--- config.mk ---
export PLATFORM = sky130hd
export DESIGN_NAME = lane_pwr_seq
export DESIGN_NICKNAME = d
export VERILOG_FILES = /design/src/rtl/lps_pkg.sv /design/src/rtl/lps_tick.sv /design/src/rtl/lps_lane_cfg.sv /design/src/rtl/lps_lane_bank.sv /design/src/rtl/lps_seq_fsm.sv /design/src/rtl/lane_pwr_seq.sv
export SDC_FILE = /design/constraint.sdc
export NUM_CORES = 1
export LEC_CHECK = 0
export BUFFER_PORTS_ARGS = -buffer_cell sky130_fd_sc_hd__buf_4
export CORE_MARGIN = 10
export CORE_UTILIZATION = 55
export DETAILED_ROUTE_END_ITERATION = 10
export HOLD_SLACK_MARGIN = 0.12
export PLACE_DENSITY = 0.84
export SETUP_SLACK_MARGIN = 0.3
export SYNTH_ARGS = -nofsm -noshare
export SYNTH_HDL_FRONTEND = slang
export SYNTH_SLANG_ARGS = --single-unit
--- constraint.sdc ---
create_clock -name clk -period 2.2 [get_ports clk]
set_input_delay 0.22 -clock clk [delete_from_list [all_inputs] [get_ports clk]]
set_output_delay 0.22 -clock clk [all_outputs]
set_load 0.01 [all_outputs]
--- src/rtl/lps_pkg.sv ---
// Package: shared types of the lane power sequencer.
// Assumes: nothing beyond IEEE 1800-2017.
package lps_pkg;
    typedef enum logic [1:0] {
        ST_IDLE = 2'd0,
        ST_WAIT = 2'd1,
        ST_FIN  = 2'd2
    } seq_state_t;
endpackage

--- src/rtl/lps_tick.sv ---
// Prescaler: one tick every TICK_DIV clocks, restarted by clr.
// Assumes: TICK_DIV >= 1; a tick is combinational on the last count.
module lps_tick #(
    parameter int TICK_DIV = 4
) (
    input  logic clk,
    input  logic rst_n,
    input  logic clr,
    output logic tick
);
    localparam int PW = (TICK_DIV > 1) ? $clog2(TICK_DIV) : 1;

    generate
        if (TICK_DIV == 1) begin : g_every
            assign tick = 1'b1;
        end else begin : g_div
            logic [PW-1:0] presc;
            assign tick = (presc == PW'(TICK_DIV - 1));
            // Purpose: count clocks between ticks, restarting on clr.
            always_ff @(posedge clk) begin
                if (!rst_n || clr)  presc <= '0;
                else if (tick)      presc <= '0;
                else                presc <= presc + PW'(1);
            end
        end
    endgenerate
endmodule

--- src/rtl/lps_lane_cfg.sv ---
// Lane-count register: decodes a legal count into a cumulative enable mask.
// Assumes: legal counts are 0 and powers of two up to NUM_LANES; writes are
// ignored while a sequence runs.
module lps_lane_cfg #(
    parameter int NUM_LANES = 4,
    parameter int CNT_W     = 3
) (
    input  logic                 clk,
    input  logic                 rst_n,
    input  logic                 busy,
    input  logic                 cnt_wr,
    input  logic [CNT_W-1:0]     cnt_val,
    output logic [CNT_W-1:0]     n_d,
    output logic [NUM_LANES-1:0] mask_d,
    output logic [NUM_LANES-1:0] mask_q
);
    logic [CNT_W-1:0] n_q;
    logic             cnt_legal;
    logic             take;

    // Purpose: legality of the requested count.
    always_comb begin
        cnt_legal = (cnt_val == '0) ||
                    ((cnt_val <= CNT_W'(NUM_LANES)) &&
                     ((cnt_val & (cnt_val - CNT_W'(1))) == '0));
    end

    assign take = cnt_wr && cnt_legal && !busy;
    assign n_d  = take ? cnt_val : n_q;

    // Purpose: cumulative mask of the next count.
    always_comb begin
        for (int i = 0; i < NUM_LANES; i++) begin
            mask_d[i] = (CNT_W'(i) < n_d);
        end
    end

    // Purpose: hold the accepted count and its mask.
    always_ff @(posedge clk) begin
        if (!rst_n) begin
            n_q    <= '0;
            mask_q <= '0;
        end else begin
            n_q    <= n_d;
            mask_q <= mask_d;
        end
    end

    assert_bad_count_R3: assert property (@(posedge clk) disable iff (!rst_n)
        (cnt_wr && !cnt_legal) |=> $stable(mask_q));
    assert_busy_count_R4: assert property (@(posedge clk) disable iff (!rst_n)
        (cnt_wr && busy) |=> $stable(mask_q));
endmodule

--- src/rtl/lps_lane_bank.sv ---
// Lane state bank: one power bit per lane, set by sequencer steps and
// cleared for lanes leaving the enabled group.
// Assumes: at most one lane is stepped per cycle.
module lps_lane_bank #(
    parameter int NUM_LANES = 4,
    parameter int POS_W     = 2
) (
    input  logic                 clk,
    input  logic                 rst_n,
    input  logic                 apply_en,
    input  logic [POS_W-1:0]     apply_idx,
    input  logic                 apply_val,
    input  logic [NUM_LANES-1:0] mask_d,
    output logic [NUM_LANES-1:0] state
);
    logic [NUM_LANES-1:0] nxt;

    generate
        for (genvar g = 0; g < NUM_LANES; g++) begin : g_lane
            assign nxt[g] = (apply_en && apply_idx == POS_W'(g)) ? apply_val : state[g];
        end
    endgenerate

    // Purpose: register lane states, dropping lanes outside the next mask.
    always_ff @(posedge clk) begin
        if (!rst_n) state <= '0;
        else        state <= nxt & mask_d;
    end
endmodule

--- src/rtl/lps_seq_fsm.sv ---
// Sequencer: accepts a go when idle, steps enabled lanes in the chosen
// order with a gap of ticks between steps, then raises sticky done.
// Assumes: n_d is the lane count in force from the accepting edge on.
module lps_seq_fsm #(
    parameter int CNT_W = 3,
    parameter int POS_W = 2,
    parameter int GAP_W = 4
) (
    input  logic             clk,
    input  logic             rst_n,
    input  logic             ctl_wr,
    input  logic             ctl_go,
    input  logic             ctl_walk_down,
    input  logic             ctl_pwr_on,
    input  logic [GAP_W-1:0] ctl_gap,
    input  logic [CNT_W-1:0] n_d,
    input  logic             tick,
    output logic             busy,
    output logic             done,
    output logic             err,
    output logic             cal_pd,
    output logic             apply_en,
    output logic [POS_W-1:0] apply_idx,
    output logic             apply_val,
    output logic             presc_clr
);
    import lps_pkg::*;

    seq_state_t       st;
    logic             dir_q, pwr_q;
    logic [GAP_W-1:0] gap_q, gcnt;
    logic [CNT_W-1:0] n_q;
    logic [POS_W-1:0] pos;
    logic [CNT_W-1:0] pos_ext;
    logic             accept, gap_over, last;

    assign busy     = (st != ST_IDLE);
    assign accept   = ctl_wr && ctl_go && !busy;
    assign pos_ext  = CNT_W'(pos);
    assign gap_over = (st == ST_WAIT) && (gcnt == gap_q);
    assign last     = (pos_ext == n_q - CNT_W'(1));

    // Purpose: choose which lane, if any, is stepped in this cycle.
    always_comb begin
        apply_en  = 1'b0;
        apply_idx = '0;
        apply_val = pwr_q;
        presc_clr = 1'b0;
        if (accept && n_d != '0) begin
            apply_en  = 1'b1;
            apply_idx = POS_W'(ctl_walk_down ? n_d - CNT_W'(1) : '0);
            apply_val = ctl_pwr_on;
            presc_clr = 1'b1;
        end else if (gap_over && !last) begin
            apply_en  = 1'b1;
            apply_idx = POS_W'(dir_q ? n_q - pos_ext - CNT_W'(2) : pos_ext + CNT_W'(1));
            presc_clr = 1'b1;
        end
    end

    // Purpose: sequence state, latched parameters and status flags.
    always_ff @(posedge clk) begin
        if (!rst_n) begin
            st     <= ST_IDLE;
            done   <= 1'b1;
            err    <= 1'b0;
            cal_pd <= 1'b1;
            dir_q  <= 1'b0;
            pwr_q  <= 1'b0;
            gap_q  <= '0;
            n_q    <= '0;
            pos    <= '0;
            gcnt   <= '0;
        end else begin
            if (ctl_wr && ctl_go && busy) err <= 1'b1;
            case (st)
                ST_IDLE: if (accept) begin
                    done   <= 1'b0;
                    dir_q  <= ctl_walk_down;
                    pwr_q  <= ctl_pwr_on;
                    gap_q  <= ctl_gap;
                    n_q    <= n_d;
                    pos    <= '0;
                    gcnt   <= '0;
                    cal_pd <= !ctl_pwr_on;
                    st     <= (n_d == '0) ? ST_FIN : ST_WAIT;
                end
                ST_WAIT: begin
                    if (gap_over) begin
                        if (last) begin
                            st   <= ST_IDLE;
                            done <= 1'b1;
                        end else begin
                            pos  <= pos + POS_W'(1);
                            gcnt <= '0;
                        end
                    end else if (tick) begin
                        gcnt <= gcnt + GAP_W'(1);
                    end
                end
                default: begin
                    st   <= ST_IDLE;
                    done <= 1'b1;
                end
            endcase
        end
    end

    assert_done_busy_R8: assert property (@(posedge clk) disable iff (!rst_n)
        !(done && busy));
    assert_go_busy_err_R9: assert property (@(posedge clk) disable iff (!rst_n)
        (ctl_wr && ctl_go && busy) |=> err);
    assert_accept_R5: assert property (@(posedge clk) disable iff (!rst_n)
        accept |=> (busy && !done));
    assert_cal_down_R10: assert property (@(posedge clk) disable iff (!rst_n)
        (accept && !ctl_pwr_on) |=> cal_pd);
endmodule

--- src/rtl/lane_pwr_seq.sv ---
// Top: lane power sequencer with go/done handshake, cumulative lane-count
// enables and a tick-based inter-lane gap.
// Assumes: NUM_LANES is a power of two; inputs are synchronous to clk.
module lane_pwr_seq #(
    parameter int NUM_LANES = 4,
    parameter int GAP_W     = 4,
    parameter int TICK_DIV  = 4,
    parameter int CNT_W     = $clog2(NUM_LANES + 1)
) (
    input  logic                 clk,
    input  logic                 rst_n,
    input  logic                 ctl_wr,
    input  logic                 ctl_go,
    input  logic                 ctl_walk_down,
    input  logic                 ctl_pwr_on,
    input  logic [GAP_W-1:0]     ctl_gap,
    input  logic                 cnt_wr,
    input  logic [CNT_W-1:0]     cnt_val,
    output logic [NUM_LANES-1:0] lane_on,
    output logic [NUM_LANES-1:0] lane_en,
    output logic                 cal_pd,
    output logic                 seq_busy,
    output logic                 seq_done,
    output logic                 seq_err
);
    localparam int POS_W = (NUM_LANES > 1) ? $clog2(NUM_LANES) : 1;

    logic [CNT_W-1:0]     n_d;
    logic [NUM_LANES-1:0] mask_d;
    logic                 tick, presc_clr, apply_en, apply_val;
    logic [POS_W-1:0]     apply_idx;

    lps_lane_cfg #(.NUM_LANES(NUM_LANES), .CNT_W(CNT_W)) u_cfg (
        .clk(clk), .rst_n(rst_n), .busy(seq_busy), .cnt_wr(cnt_wr),
        .cnt_val(cnt_val), .n_d(n_d), .mask_d(mask_d), .mask_q(lane_en)
    );

    lps_tick #(.TICK_DIV(TICK_DIV)) u_tick (
        .clk(clk), .rst_n(rst_n), .clr(presc_clr), .tick(tick)
    );

    lps_seq_fsm #(.CNT_W(CNT_W), .POS_W(POS_W), .GAP_W(GAP_W)) u_fsm (
        .clk(clk), .rst_n(rst_n), .ctl_wr(ctl_wr), .ctl_go(ctl_go),
        .ctl_walk_down(ctl_walk_down), .ctl_pwr_on(ctl_pwr_on),
        .ctl_gap(ctl_gap), .n_d(n_d), .tick(tick), .busy(seq_busy),
        .done(seq_done), .err(seq_err), .cal_pd(cal_pd),
        .apply_en(apply_en), .apply_idx(apply_idx), .apply_val(apply_val),
        .presc_clr(presc_clr)
    );

    lps_lane_bank #(.NUM_LANES(NUM_LANES), .POS_W(POS_W)) u_bank (
        .clk(clk), .rst_n(rst_n), .apply_en(apply_en), .apply_idx(apply_idx),
        .apply_val(apply_val), .mask_d(mask_d), .state(lane_on)
    );

    assert_unused_off_R11: assert property (@(posedge clk) disable iff (!rst_n)
        (lane_on & ~lane_en) == '0);
    assert_one_step_R6: assert property (@(posedge clk) disable iff (!rst_n)
        seq_busy |=> ($countones(lane_on ^ $past(lane_on)) <= 1));
endmodule

# After elaboration in Yosys (flattened, before gate mapping)

Cells that the tools add are included.

Register bits: 33
Bits of input ports: 14
Output and inout port bits: 12
Word-level logic and storage cells: 105

Add/subtract/negate cells: 9
Magnitude comparators: 5
Equal/unequal tests: 13
Muxes and demuxes: 30
Bitwise logic cells: 2
Reductions and logical operators: 32

Operators by type and width:

| kind                | number |
|---|---|
| $mux 2              | 11 |
| $mux 4              | 4 |
| $logic_and 1x1->1   | 13 |
| $mux 1              | 10 |
| $logic_not 3->1     | 3 |
| $pmux 2 s2          | 2 |
| $pmux 4 s2          | 1 |
| $reduce_and 4->1    | 2 |
| $add 2x1->2 const B | 3 |
| $eq 2x2->1 const B  | 3 |
| $lt 1x3->1 const A  | 2 |
| $lt 2x3->1 const A  | 2 |
| $ne 2x1->1 const B  | 3 |
| $sub 3x1->3 const B | 2 |
| $add 4x1->4 const B | 1 |
| $and 4x4->4         | 1 |
| $eq 2x1->1 const B  | 2 |
| $eq 4x4->1          | 1 |
| $logic_not 1->1     | 4 |
| $logic_not 2->1     | 2 |
| $reduce_bool 2->1   | 2 |
| $and 3x3->3         | 1 |
| $eq 2x3->1          | 1 |
| $le 3x3->1 const B  | 1 |
| other kinds (13)    | 14 |

# Depth between registers and ports, before layout

Word-level depth: 15
Gate-level depth with buffers: 8
Depth with buffers taken out: 8

# Modules after synthesis

Synthesis repeated with hierarchy kept, for this count alone.

Cell total of the unflattened synthesis: 191
Area total of the unflattened synthesis: 1665.3 um2

By module, submodules not included:

| module        | instances | cells an instance | area each (um2) | seq. area each (um2) |
|---|---|---|---|---|
| lps_seq_fsm   | 1         | 130               | 1077.3          | 400.4 |
| lps_lane_cfg  | 1         | 35                | 310.3           | 120.1 |
| lps_lane_bank | 1         | 21                | 197.7           | 80.1 |
| lps_tick      | 1         | 5                 | 80.1            | 40.0 |

# Worst setup path before layout

Ideal clock, no wire load.

Kind: reg2reg
Start: register u_fsm.n_q[1]
End: register u_bank.state[0]
Library setup time: 0.103 ns
Arrival time: 1.867 ns
Required time: 2.097 ns
Setup slack: 0.230 ns
Stages on the path, launching flop included: 9
Buffers on the path: 0
Clock period less this slack: 1.970 ns
Cells stage by stage: dfxtp_1 -> inv_1 -> ha_1 -> xnor2_1 -> nor3_2 -> nor3_4 -> a32oi_4 -> a31oi_1 -> a2111oi_2

Cells in the longest elaborated chain, start to end: 10
Elaborated cells on any way between the ends: 15
Those cells by class: 3 x add/sub; 1 x eq/ne; 6 x mux; 1 x bitwise; 4 x reduce/logical

RTL lines:

| element                | RTL line            | text |
|---|---|---|
| start, declared        | lps_seq_fsm.sv:32   | `logic [CNT_W-1:0] n_q;` |
| start signal, assigned | lps_seq_fsm.sv:82   | `n_q <= n_d;` |
| $sub 3x1->3            | lps_seq_fsm.sv:41   | `assign last = (pos_ext == n_q - CNT_W'(1));` |
| $eq 2x3->1             | lps_seq_fsm.sv:41   |  |
| $logic_not 1->1        | lps_seq_fsm.sv:54   | `end else if (gap_over && !last) begin` |
| $logic_and 1x1->1      | lps_seq_fsm.sv:54   |  |
| $mux 2                 | lps_seq_fsm.sv:54   |  |
| $mux 2                 | lps_seq_fsm.sv:49   | `if (accept && n_d != '0) begin` |
| $logic_not 2->1        | lps_lane_bank.sv:20 | `assign nxt[g] = (apply_en && apply_idx == POS_W'(g)) ? apply_val : state[g];` |
| $logic_and 1x1->1 *    | lps_lane_bank.sv:20 |  |
| $mux 1 *               | lps_lane_bank.sv:20 |  |
| $and 4x4->4 *          | lps_lane_bank.sv:27 | `else state <= nxt & mask_d;` |
| end signal, assigned   | lps_lane_bank.sv:27 |  |
| end, declared          | lps_lane_bank.sv:14 | `output logic [NUM_LANES-1:0] state` |

Every way passes the cells marked *; elsewhere a longest branch is shown, timed or not.
A chain may end at the register's enable or synchronous reset.

# Worst setup path after layout

Same ends and word-level chain as after synthesis.

==> results.md <==
* Status: finished clean
* Die Y at 75.0 um
* Total power per unit cell area at 645 mW/mm2
* Clock latency on the worst-skew pair at 0.36 ns
* WL/cell at 20.1 um
* Via Count at 1565
* Gr usage total at 17.3%
* Area grow syn2layout at 35.8%
* Post-synthesis sequential area ratio at 38.5%
* Post-synth ARST share at 0%
* Required @ worst endpoint at 2.44 ns
* FILL cells at 168
* Peak VDD IR at 0.535 mV
* Vias in the first global route at 1566
* Pins Over Slew Limit at 0
* GPL Wtd Cong at 0.869
* Row count at 19
* DR pass1 iterations at 4
* Max Freq at 484 MHz
* Top cells by count, synth: dfxtp_1, nand2_1, nor2_1, a21oi_1
* WL final at 5190 um
* Largest net degree at the start of global routing at 21
* Die ar. at 0.00562 mm2
* Reg2reg path depth at 9
* Vias/cell at 6.07
* Fin Hold WS at 0.119 ns
* Yosys Warn Count at 0
* Clk sink count at 32
* Fin crit share at 93.9%
* Net count of the mapped netlist at 203
* DRC viols at 0
* Share of post-route cells with drive strength above 1 at 40.1%
* Finished Cell Area at 0.00226 mm2
* Worst hold path class: primary input to flop
* Synthesized area per cell at 8.99 um2
* Post-synth EDFFs at 0
* Comb pwr share at 25.2%
* Share of the synthesized area in the top cell type at 38.5%
* Final Hold Fails at 0
* Sw Ratio at 29.7%
* Depth of the CTS H-tree at 2
* Slew HR at 55.8%
* Initial Util at 58.8%
* RR Startpoint: u_fsm.n_q[1]$_SDFFE_PN0P_
* Worst reg2reg path endpoint: u_bank.state[0]$_SDFF_PN0_
* Hold Startpoint: ctl_gap[1]
* RSZ-0062 raised after global routing: true
* Worst Tran Pin Value at 0.662 ns
* Dpl hpwl at 2990 um
* Global-route wire length before repair at 7310 um
* CTS tree: built
* Seq cells post-synth at 32
* Worst-path clk slew at 0.10 ns
* Fin nets at 244
* Internal power at 1020 uW
* Worst EP arrival at 2.31 ns
* Startpoint types: flop
* Root buffer cell: clkbuf_4
* CTS Buffer Depth at 2
* CP endpoint kind: flop
* Final WS setup at 0.134 ns
* Leak Pwr at 0.000907 uW
* Reg power frac at 43.9%
* R2R Setup Slk at 0.13 ns
* Dpl cell area at 0.00183 mm2
* Antenna Cells at 0
* Initial drt markers at 158
* Final ANT Viol Nets at 0
* Top area cells in the synthesized netlist: dfxtp_1, nand2_1, a21oi_1, nor2_1, xnor2_1
* Min Clock Period, post-route at 2.07 ns
* Crit-path max FO at 5
* Initial antenna violation count at 0
* Gate Count Post-Synth at 185
* Clock Skew at 0.0133 ns
* Post-synth top area cell: dfxtp_1
* Buffers on Ports at 25
* Max_cap viols at 0
* Top_reg_cell synth: dfxtp_1
* Pre-CTS WS at 0.126 ns
* Post-synth cell types at 54
* Hold depth at 3
* Clock buffer count from CTS at 5
* Net switching power figure at 433 uW
* Setup_tns at 0 ns
* Top-count cell post-synth: dfxtp_1
* Mapped cell area at 0.00166 mm2
* IO Count at 26
* # setup viols final at 0
* Gr ovfl total at 0
* Clock share of power at 30.9%
* Kind of critical path: flop to flop
* Area of the core at 0.00283 mm2
* WHS Endpoint: u_fsm.gap_q[1]$_SDFFE_PN0P_
* Die W at 75.0 um
[metal layers]
| metal | GRT usage (%) | up-vias | wire length (um) |
|---|---|---|---|
| li1 | - | 741 | - |
| met1 | 16.2 | 745 | 1910 |
| met2 | 30.6 | 63 | 2640 |
| met3 | 6.18 | 16 | 415 |
| met4 | 13.0 | 0 | 222 |
| met5 | 0 | - | 0 |
[cell families (layout without fill, tap and decap cells)]
family,count (synthesis),in the layout,synth area share (%)
AND/OR/NAND/NOR,70,70,23.1
flip-flops,32,32,38.5
AO/OA/AOI/OAI,47,47,20.8
adder cells (fa/ha/maj),4,4,3.01
multiplexers,3,3,1.81
XOR/XNOR,12,12,6.32
buffers and inverters,17,59,6.47
[cell type report]
type	count	area (um2)	share of cell area [%]
Tap cell	31	38.8	1.72
Clock buffer	6	41.3	1.83
Clock inverter	2	35.0	1.55
Timing Repair Buffer	43	348	15.4
Multi-Input combinational cell	136	1110	49.3
Inverter	8	30.0	1.33
Sequential cell	32	652	28.9
[how the worst max path moves through the flow]
stage / start / slack (ns) / end / cells after the start
floorplan: u_fsm.n_q[1]$_SDFFE_PN0P_ / 0.32 / u_bank.state[0]$_SDFF_PN0_ / 8
global placement: u_fsm.n_q[1]$_SDFFE_PN0P_ / 0.24 / u_bank.state[0]$_SDFF_PN0_ / 8
detailed placement: u_fsm.n_q[1]$_SDFFE_PN0P_ / 0.13 / u_bank.state[0]$_SDFF_PN0_ / 8
CTS: u_fsm.st[0]$_SDFFE_PN0P_ / 0.26 / u_bank.state[0]$_SDFF_PN0_ / 5
global route: u_fsm.n_q[1]$_SDFFE_PN0P_ / 0.1 / u_bank.state[2]$_SDFF_PN0_ / 9
finish: u_fsm.n_q[1]$_SDFFE_PN0P_ / 0.13 / u_bank.state[0]$_SDFF_PN0_ / 9
[power groups by stage]
stage	sequential, uW	combinational [uW]	clock [uW]
6_report	640	367	450
5_1_grt	644	392	472
4_1_cts	634	296	446
3_5_place_dp	648	253	0
3_3_place_gp	645	241	0
2_1_floorplan	646	187	0
[sequential cells by signal (all words and copies together) (netlist names), 3 cells and up]
signal	flops
u_bank.state	4
u_fsm.gap_q	4
u_fsm.gcnt	4
u_cfg.mask_q	3
u_cfg.n_q	3
u_fsm.n_q	3
[repair_timing]
item	in CTS	in global routing
buffers inserted	6	6
setup endpoints to repair	8	10
endpoints found under the hold margin	4	0
gates cloned	0	0
gates resized for setup	17	30
pin swaps	8	7
hold buffers	4	0
[layout by cell type (no fill, tap or decap), types with 3 or more instances in the layout]
cell type	count
buf_4	35
dfxtp_1	25
nand2_1	21
nor2_1	16
a21oi_1	15
inv_1	6
dfxtp_2	6
o21ai_0	5
clkbuf_4	5
xor2_1	4
xnor2_2	4
a211oi_1	4
dlygate4sd3_1	4
buf_6	4
a31oi_1	3
or2_4	3
xnor2_1	3
nor2_2	3
ha_1	3
[metrics by stage]
step           total power, uW  utilization (%)  instances
2_1_floorplan              833                -        185
3_3_place_gp               887             64.6        234
3_5_place_dp               901             64.6        234
4_1_cts                   1380             73.5        252
5_1_grt                   1510             79.8        258
6_report                  1460             79.8        258
[critical path, stage by stage (launching register included)]
cell       delay [ns]
dfxtp_2          0.36
inv_2            0.05
ha_4             0.25
xnor2_4          0.15
nor3_4           0.22
nor3_4           0.10
buf_6            0.14
a2bb2oi_4        0.25
a31oi_4          0.16
a2111oi_4        0.27
No activity file was read; power rests on OpenSTA's default activity.
